`config.mk`:
```
export PLATFORM = sky130hd
export DESIGN_NAME = icusb_root_port
export DESIGN_NICKNAME = d
export VERILOG_FILES = /design/src/rtl/icusb_pkg.sv /design/src/rtl/icusb_line_sync.sv /design/src/rtl/icusb_port_fsm.sv /design/src/rtl/icusb_stat_resp.sv /design/src/rtl/icusb_root_port.sv
export SDC_FILE = /design/constraint.sdc
export NUM_CORES = 1
export LEC_CHECK = 0
export CAP_MARGIN = 15
export CORE_ASPECT_RATIO = 1.5
export CORE_UTILIZATION = 52
export DETAILED_ROUTE_END_ITERATION = 8
export PLACE_DENSITY_LB_ADDON = 0.08
export SYNTH_ARGS = -nofsm -noshare
export SYNTH_HDL_FRONTEND = slang
export SYNTH_HIERARCHICAL = 1
export SYNTH_SLANG_ARGS = --single-unit
```
`constraint.sdc`:
```
create_clock -name clk -period 3.1 [get_ports clk]
set_clock_uncertainty 0.1 [all_clocks]
set_input_delay 0.775 -clock clk [delete_from_list [all_inputs] [get_ports clk]]
set_output_delay 0.775 -clock clk [all_outputs]
set_load 0.02 [all_outputs]
```
`src/rtl/icusb_pkg.sv`:
```
package icusb_pkg;

    typedef enum logic [2:0] {
        PS_IDLE   = 3'd0,
        PS_PDOFF  = 3'd1,
        PS_RESET  = 3'd2,
        PS_ACTIVE = 3'd3,
        PS_SUSP   = 3'd4,
        PS_RESUME = 3'd5
    } port_state_e;

    localparam logic [2:0] CMD_BUSRST  = 3'd1;
    localparam logic [2:0] CMD_SUSPEND = 3'd2;
    localparam logic [2:0] CMD_RESUME  = 3'd3;
    localparam logic [2:0] CMD_SOF_ON  = 3'd4;
    localparam logic [2:0] CMD_SOF_OFF = 3'd5;
    localparam logic [2:0] CMD_POLL    = 3'd6;
    localparam logic [2:0] CMD_ACKCHG  = 3'd7;

    localparam logic [1:0] LINE_J = 2'b10;

    localparam int STW = 5;
    localparam int SB_CONN = 0;
    localparam int SB_EN   = 1;
    localparam int SB_SUSP = 2;
    localparam int SB_RST  = 3;
    localparam int SB_CHG  = 4;

endpackage

```
`src/rtl/icusb_line_sync.sv`:
```
module icusb_line_sync #(
    parameter int DEBOUNCE = 16
) (
    input  logic       clk,
    input  logic       rst_n,
    input  logic [1:0] line_raw,
    output logic       j_stable
);
    import icusb_pkg::*;

    localparam int CW = $clog2(DEBOUNCE + 1);
    localparam logic [CW-1:0] CMAX = CW'(DEBOUNCE);

    logic [1:0]    meta_q;
    logic [1:0]    sync_q;
    logic [CW-1:0] hold_q;

    always_ff @(posedge clk or negedge rst_n) begin
        if (!rst_n) begin
            meta_q <= 2'b00;
            sync_q <= 2'b00;
            hold_q <= '0;
        end else begin
            meta_q <= line_raw;
            sync_q <= meta_q;
            if (sync_q != LINE_J) begin
                hold_q <= '0;
            end else if (hold_q != CMAX) begin
                hold_q <= hold_q + 1'b1;
            end
        end
    end

    assign j_stable = (hold_q == CMAX);

endmodule

```
`src/rtl/icusb_port_fsm.sv`:
```
module icusb_port_fsm #(
    parameter int RESUME_CYC = 20
) (
    input  logic                     clk,
    input  logic                     rst_n,
    input  logic                     j_stable,
    input  logic                     cmd_valid,
    input  logic [2:0]               cmd_code,
    input  logic                     stat_req,
    output logic [icusb_pkg::STW-1:0] status_nxt,
    output logic                     pd_en,
    output logic                     drive_se0,
    output logic                     drive_k,
    output logic                     sof_en,
    output logic                     gsusp_ok
);
    import icusb_pkg::*;

    localparam int RW = (RESUME_CYC > 1) ? $clog2(RESUME_CYC) : 1;
    localparam logic [RW-1:0] RLAST = RW'(RESUME_CYC - 1);

    port_state_e state_q, state_n;
    logic          conn_q, conn_n;
    logic          chg_q, chg_n;
    logic          pd_q;
    logic          sofreq_q;
    logic [RW-1:0] rcnt_q;

    function automatic logic is_cmd(input logic [2:0] c);
        return cmd_valid && (cmd_code == c);
    endfunction

    // next-state and connection bookkeeping
    always_comb begin
        state_n = state_q;
        conn_n  = conn_q;
        chg_n   = chg_q;
        if (is_cmd(CMD_ACKCHG)) begin
            chg_n = 1'b0;
        end
        unique case (state_q)
            PS_IDLE: begin
                if (is_cmd(CMD_BUSRST)) begin
                    state_n = PS_PDOFF;
                end else if (is_cmd(CMD_POLL)) begin
                    if (j_stable && !conn_q) begin
                        conn_n = 1'b1;
                        chg_n  = 1'b1;
                    end else if (!j_stable && conn_q) begin
                        conn_n = 1'b0;
                        chg_n  = 1'b1;
                    end
                end
            end
            PS_PDOFF: state_n = PS_RESET;
            PS_RESET: begin
                if (stat_req) begin
                    state_n = conn_q ? PS_ACTIVE : PS_IDLE;
                end
            end
            PS_ACTIVE: begin
                if (is_cmd(CMD_BUSRST)) begin
                    state_n = PS_PDOFF;
                end else if (is_cmd(CMD_SUSPEND)) begin
                    state_n = PS_SUSP;
                end else if (is_cmd(CMD_POLL)) begin
                    if (!j_stable) begin
                        conn_n  = 1'b0;
                        chg_n   = 1'b1;
                        state_n = PS_IDLE;
                    end
                end
            end
            PS_SUSP: begin
                if (is_cmd(CMD_BUSRST)) begin
                    state_n = PS_PDOFF;
                end else if (is_cmd(CMD_RESUME)) begin
                    state_n = PS_RESUME;
                end
            end
            PS_RESUME: begin
                if (rcnt_q == RLAST) begin
                    state_n = PS_ACTIVE;
                end
            end
            default: state_n = PS_IDLE;
        endcase
    end

    // state register
    always_ff @(posedge clk or negedge rst_n) begin
        if (!rst_n) begin
            state_q  <= PS_IDLE;
            conn_q   <= 1'b0;
            chg_q    <= 1'b0;
            pd_q     <= 1'b1;
            sofreq_q <= 1'b0;
            rcnt_q   <= '0;
        end else begin
            state_q <= state_n;
            conn_q  <= conn_n;
            chg_q   <= chg_n;
            if (state_n == PS_PDOFF) begin
                pd_q <= 1'b0;
            end
            if (is_cmd(CMD_SOF_ON)) begin
                sofreq_q <= 1'b1;
            end else if (is_cmd(CMD_SOF_OFF)) begin
                sofreq_q <= 1'b0;
            end
            if (state_q == PS_RESUME) begin
                rcnt_q <= rcnt_q + 1'b1;
            end else begin
                rcnt_q <= '0;
            end
        end
    end

    // outputs
    always_comb begin
        pd_en     = pd_q;
        drive_se0 = (state_q == PS_RESET);
        drive_k   = (state_q == PS_RESUME);
        sof_en    = sofreq_q && (state_q == PS_ACTIVE);
        gsusp_ok  = (state_q == PS_SUSP);
        status_nxt          = '0;
        status_nxt[SB_CONN] = conn_n;
        status_nxt[SB_EN]   = (state_n == PS_ACTIVE) || (state_n == PS_SUSP) ||
                              (state_n == PS_RESUME);
        status_nxt[SB_SUSP] = (state_n == PS_SUSP) || (state_n == PS_RESUME);
        status_nxt[SB_RST]  = (state_n == PS_PDOFF) || (state_n == PS_RESET);
        status_nxt[SB_CHG]  = chg_n;
    end

endmodule

```
`src/rtl/icusb_stat_resp.sv`:
```
module icusb_stat_resp #(
    parameter int W = 5
) (
    input  logic         clk,
    input  logic         rst_n,
    input  logic         stat_req,
    input  logic [W-1:0] status_nxt,
    output logic         stat_valid,
    output logic [W-1:0] stat_word
);
    always_ff @(posedge clk or negedge rst_n) begin
        if (!rst_n) begin
            stat_valid <= 1'b0;
            stat_word  <= '0;
        end else begin
            stat_valid <= stat_req;
            if (stat_req) begin
                stat_word <= status_nxt;
            end
        end
    end
endmodule

```
`src/rtl/icusb_root_port.sv`:
```
module icusb_root_port #(
    parameter int DEBOUNCE   = 16,
    parameter int RESUME_CYC = 20
) (
    input  logic       clk,
    input  logic       rst_n,
    input  logic [1:0] line_state,
    input  logic       cmd_valid,
    input  logic [2:0] cmd_code,
    input  logic       stat_req,
    output logic       stat_valid,
    output logic [4:0] stat_word,
    output logic       pd_dp_en,
    output logic       pd_dm_en,
    output logic       drive_se0,
    output logic       drive_k,
    output logic       sof_en,
    output logic       gsusp_ok
);
    import icusb_pkg::*;

    logic           j_stable;
    logic           pd_en;
    logic [STW-1:0] status_nxt;

    icusb_line_sync #(.DEBOUNCE(DEBOUNCE)) u_sync (
        .clk      (clk),
        .rst_n    (rst_n),
        .line_raw (line_state),
        .j_stable (j_stable)
    );

    icusb_port_fsm #(.RESUME_CYC(RESUME_CYC)) u_fsm (
        .clk        (clk),
        .rst_n      (rst_n),
        .j_stable   (j_stable),
        .cmd_valid  (cmd_valid),
        .cmd_code   (cmd_code),
        .stat_req   (stat_req),
        .status_nxt (status_nxt),
        .pd_en      (pd_en),
        .drive_se0  (drive_se0),
        .drive_k    (drive_k),
        .sof_en     (sof_en),
        .gsusp_ok   (gsusp_ok)
    );

    icusb_stat_resp #(.W(STW)) u_resp (
        .clk        (clk),
        .rst_n      (rst_n),
        .stat_req   (stat_req),
        .status_nxt (status_nxt),
        .stat_valid (stat_valid),
        .stat_word  (stat_word)
    );

    assign pd_dp_en = pd_en;
    assign pd_dm_en = pd_en;

endmodule

```
Yosys cells after proc, flatten, opt, wreduce, memory -nomap -nowiden
Cells that the tools add are included.

$add $sub $neg: 2. Multipliers: 0. Div/mod/pow operators: 0. $lt $le $gt $ge: 0. Eq/ne operators: 21. Shift operators: 0. Multiplexer cells: 35. Bitwise operators: 0. Reduce and logical (&&, ||, !) cells: 19.

Operator list (number): $mux 3 (9); $eq 3x3->1 const B (8); $mux 1 (19); $eq 3x2->1 const B (6); $pmux 3 s6 (1); $mux 5 (3); $add 5x1->5 const B (2); $eq 5x5->1 const B (2); $logic_and 1x1->1 (10); $eq 3x1->1 const B (3); $ne 5x5->1 const B (1); $logic_or 1x1->1 (4); $pmux 1 s2 (2); $reduce_bool 2->1 (2); $logic_not 3->1 (1); $logic_not 1->1 (2); $mux 2 (1); $ne 2x2->1 const B (1).

Register bits: 27. Bits in latches: 0. Bits in writable memories: 0. Bits in read-only memories: 0. Bits of input ports: 9. Output and inout port bits: 12. Logic and storage cells: 88. Memories kept: 0.

Depth between registers and ports, before layout
Depth in word-level cells: 9. Mapped depth: 11. Gate-level depth less buffers: 9.

Cells and area by module
The synthesis kept the hierarchy.

By module, submodules not included: icusb_port_fsm (instances 1, cells each 76, area each 755.7 um2, sequential area each 301.5 um2); icusb_line_sync (instances 1, cells each 31, area each 404.1 um2, sequential area each 225.2 um2); icusb_stat_resp (instances 1, cells each 11, area each 206.4 um2, sequential area each 150.1 um2); icusb_root_port (instances 1, cells each 1, area each 7.5 um2, sequential area each 0.0 um2).

Least setup slack after synthesis
OpenSTA, ideal clock, no wires.

Path kind: register -> register. Start: register u_sync.hold_q[0]. End: register u_resp.stat_word[4]. Setup time: 0.125 ns. Arrival time: 1.932 ns. Required time: 2.875 ns. Setup slack: 0.943 ns. Cell stages (with the launch flop): 12. Path buffers: 2. Clock period less this slack: 2.157 ns. Cell sequence: dfrtp_1 inv_1 ha_1 nor4bb_1 buf_2 xnor2_1 nor3_1 a31o_2 a21oi_1 a41oi_1 buf_4 mux2_2.

Longest elaborated chain between the ends: 8. Elaborated cells between the ends (all ways): 13. Those cells by class: eq/ne (1); mux (9); reduce/logical (3).

RTL lines: start, declared (line icusb_line_sync.sv:16) `logic [CW-1:0] hold_q;`; start signal, assigned (line icusb_line_sync.sv:29) `hold_q <= hold_q + 1'b1;`; $eq 5x5->1 * (line icusb_line_sync.sv:34) `assign j_stable = (hold_q == CMAX);`; named net j_stable (line icusb_root_port.sv:22) `logic j_stable;`; $logic_not 1->1 (line icusb_port_fsm.sv:49) `end else if (!j_stable && conn_q) begin`; $logic_and 1x1->1 (line icusb_port_fsm.sv:49); $mux 1 (line icusb_port_fsm.sv:49); $mux 1 (line icusb_port_fsm.sv:46) `if (j_stable && !conn_q) begin`; $mux 1 (line icusb_port_fsm.sv:45) `end else if (is_cmd(CMD_POLL)) begin`; $mux 1 (line icusb_port_fsm.sv:43) `if (is_cmd(CMD_BUSRST)) begin`; $pmux 1 s2 * (line icusb_port_fsm.sv:41) `unique case (state_q)`; named net u_fsm.chg_n (line icusb_port_fsm.sv:24) `logic chg_q, chg_n;`; end signal, assigned (line icusb_stat_resp.sv:18) `stat_word <= status_nxt;`; end, declared (line icusb_stat_resp.sv:9) `output logic [W-1:0] stat_word`.

Mark *: on every way through the listed nets, which the timed path passes. The rest lies on a longest branch. A chain may end at the register's enable or synchronous reset.

Final worst setup path
Start: register u_fsm.state_q[0]. End: output port drive_k.

Longest elaborated chain between the ends: 1.

RTL lines: start, declared (line icusb_port_fsm.sv:22) `port_state_e state_q, state_n;`; start signal, assigned (line icusb_port_fsm.sv:100) `state_q <= state_n;`; $eq 3x3->1 (line icusb_port_fsm.sv:123) `drive_k = (state_q == PS_RESUME);`; end, declared (line icusb_root_port.sv:16) `output logic drive_k,`.

Every way passes these cells.

==> reports/qor.yml <==
drt:
  drt_iter0_drc: 22
  first_pass_iters: 6
  drc_errors: 0
  vias_per_cell: 5.83
  dr_total_vias: 950
  ant_nets: 0
  drt-total-wl_mm: 2.34
  wl_per_cell_microns: 14.4
yosys:
  ys_top_cells_by_area: "dfrtp_1 47%, mux2_2 4.9%, nand3b_1 4.4%"
  synth.top_cell.area_share_pct: 47.4
  synth-edff-count: 0
  netlist_instances: 119
  syn_area_sq_um: 1370
  ys_ff_latch: 27
  yosysWarnings: 6
  synthesis.nets: 131
  syn_area_per_cell_sq_um: 11.5
  synthArstFlopShare_pct: 100
  synth_cell_types: 42
  synthFlopType: "dfrtp_1"
  seq_area_frac_synth_pct: 49.3
  synth_top_cell_by_area: "dfrtp_1"
clock_tree:
  cts_htree_levels: 1
  cts_resized: 0
  clock_path_buffers: 2
  numCtsBuffers: 3
  cts_root_buf: "clkbuf_4"
  worstSkewPairLatency_ns: 0.32
  cts.clk_slew.worst_paths_ns: 0.13
  clkSinkCount: 27
  cts_tree: "done"
  post_cts_buffers: 0
  hold_buffers: 0
outcome:
  outcome: "complete, no violations"
timing:
  fin_crit_sh_pct: 94.4
  setup_viol: 0
  slew_headroom_pct: 74.7
  max_slew.worst_pin.slew_ns: 0.380
  fmax_mhz: 342
  maxSlewViolCount: 0
  period_needed_ns: 2.93
  rsz0062_at_grt: "false"
  holdWs_ns: 0.263
  setup_tns_ns: 0
  finalHoldViolations: 0
worst_setup_path:
  startpoint: "u_fsm/state_q[0]$_DFF_PN0_"
  critPathMaxStageDelay_ns: 0.60
  end_kind: "output pin"
  arrival_ns: 2.05
  start_kind: "flop"
  worstSetupPathType: "flop to output pin"
  r2r-start: "u_sync/hold_q[0]$_DFFE_PN0P_"
  cp_slowest_cell: "dfrtp_1"
  worstPathRequired_ns: 2.22
  crit_fanout: 10
  path_cells: "and2b_1 > nand2_1 > inv_1 > clkdlybuf4s50_1"
floorplanning:
  die_w_microns: 44.0
  start_util_pct: 55.5
  die_h_microns: 65.0
  num_rows: 22
  fp.dieArea_sq_um: 2860
  num_io_pins: 21
  fp.coreArea_sq_um: 2480
placement:
  place.gp.congestion: 0.789
  place_hpwl_mm: 1.76
  io_buffers: 20
  placed_cell_area_sq_um: 1570
power:
  peakVddDrop_uv: 420
  leakagePower_uw: 0.000711
  power.density_nw_per_um2: 621
final_layout:
  syn_to_final_growth_pct: 16.4
  drive_gt1_share_pct: 13.7
  final_area_sq_um: 1600
  final_core_util_pct: 64.5
  diodes: 0
  fin_nets: 152
global_routing:
  grt_pass1_wl_mm: 4.19
  grt_pass1_vias: 970
  antenna_found_initial: 0
  met2_usage_pct: 34.1
  use_met3_pct: 2.23
  met1_usage_pct: 22.8
  grt_usage_pct: 19.6
  overflow: 0
  top_usage_layer: "met2"
  grt_max_degree: 28
hold_path:
  hold_start: "u_sync/meta_q[1]$_DFF_PN0_"
  hp-class: "flop to flop"
run:
  drv_cap: 0
through the flow:
step | setup WS, ns | power (uW) | cells
after floorplan | 0.943 | 746 | 119
after global placement | 0.380 | 846 | 159
after detailed placement | 0.320 | 856 | 159
after CTS | 0.158 | 1000 | 163
after global routing | 0.0191 | 1060 | 163
final | 0.172 | 993 | 163
placed cells by master (no fill, tap or decap), drive strengths merged, types with 4 or more instances in the layout:
cell           netlist  layout
clkbuf               0       4
clkdlybuf4s50        0      20
dfrtp               26      26
inv                  6       6
mux2                 6       6
mux2i                4       4
nand2                4       4
nand3                5       5
nand3b               9       9
nor2                11      11
power breakdown:
part	switching [uW]	total [uW]	internal (uW)
clock network	94.9	145	50.4
registers	68.0	478	410
logic	175	370	195
total	338	993	655
worst max-delay path, delay by kind of cell, from the launching register on:
family | cells | cell delay, ns
DFF | 1 | 0.60
buffers and inverters | 2 | 0.67
and+or+nand+nor | 2 | 0.46
sequential cells by signal (all words and copies together) (netlist names), 2 cells and up:
signal	count
u_sync/hold_q	5
u_sync/meta_q	2
u_fsm/state_q	3
u_sync/sync_q	2
u_resp/stat_word	5
u_fsm/rcnt_q	5
cells in the mapped netlist (all sizes together) (2+ instances only):
cell and n:
dfrtp 26, nand2b 2, nor2 11, buf 7
a21oi 2, nand3b 9, xnor2 3, nand2 4
mux2 6, o32ai 2, inv 6, mux2i 4
xor2 3, o21ai 2, or3b 3, nand3 5
ha 3
final cells by class:
class / count / area, sq um
Tap cell: 24 / 30.0
Timing Repair Buffer: 23 / 223
Sequential cell: 27 / 677
Fill cell: 203 / 878
Inverter: 6 / 22.5
Clock buffer: 4 / 26.3
Multi-Input combinational cell: 79 / 621
layer usage:
metal | share of wire (%) | routed length, microns
met5 | 0 | 0
met4 | 1.5 | 34
met3 | 2.9 | 69
met2 | 52 | 1220
met1 | 44 | 1030
logic make-up (layout without fill, tap and decap cells):
| family | count (synthesis) | in the layout | share of synthesized area (%) |
|---|---|---|---|
| compound gates | 16 | 16 | 10.2 |
| fa+ha+maj | 3 | 3 | 2.73 |
| xor+xnor | 6 | 6 | 3.83 |
| buf+inv | 13 | 33 | 5.56 |
| simple gates | 44 | 44 | 20.6 |
| flops | 27 | 27 | 49.3 |
| mux | 10 | 10 | 7.83 |
path summary, 6_finish.rpt:
| kind | end | slack (ns) | cells past startpoint |
|---|---|---|---|
| max | drive_k | 0.17 | 4 |
| min | u_sync/sync_q[1]$_DFF_PN0_ | 0.26 | 0 |
| max reg2reg | u_resp/stat_word[3]$_DFFE_PN0P_ | 0.74 | 10 |
| min reg2reg | u_sync/sync_q[1]$_DFF_PN0_ | 0.26 | 0 |
| max in group asynchronous | u_fsm/pd_en$_DFFE_PN1N_ | 1.89 | 2 |
| min in group asynchronous | u_resp/stat_word[2]$_DFFE_PN0P_ | 0.72 | 2 |
(Power assumes the default switching activity.)
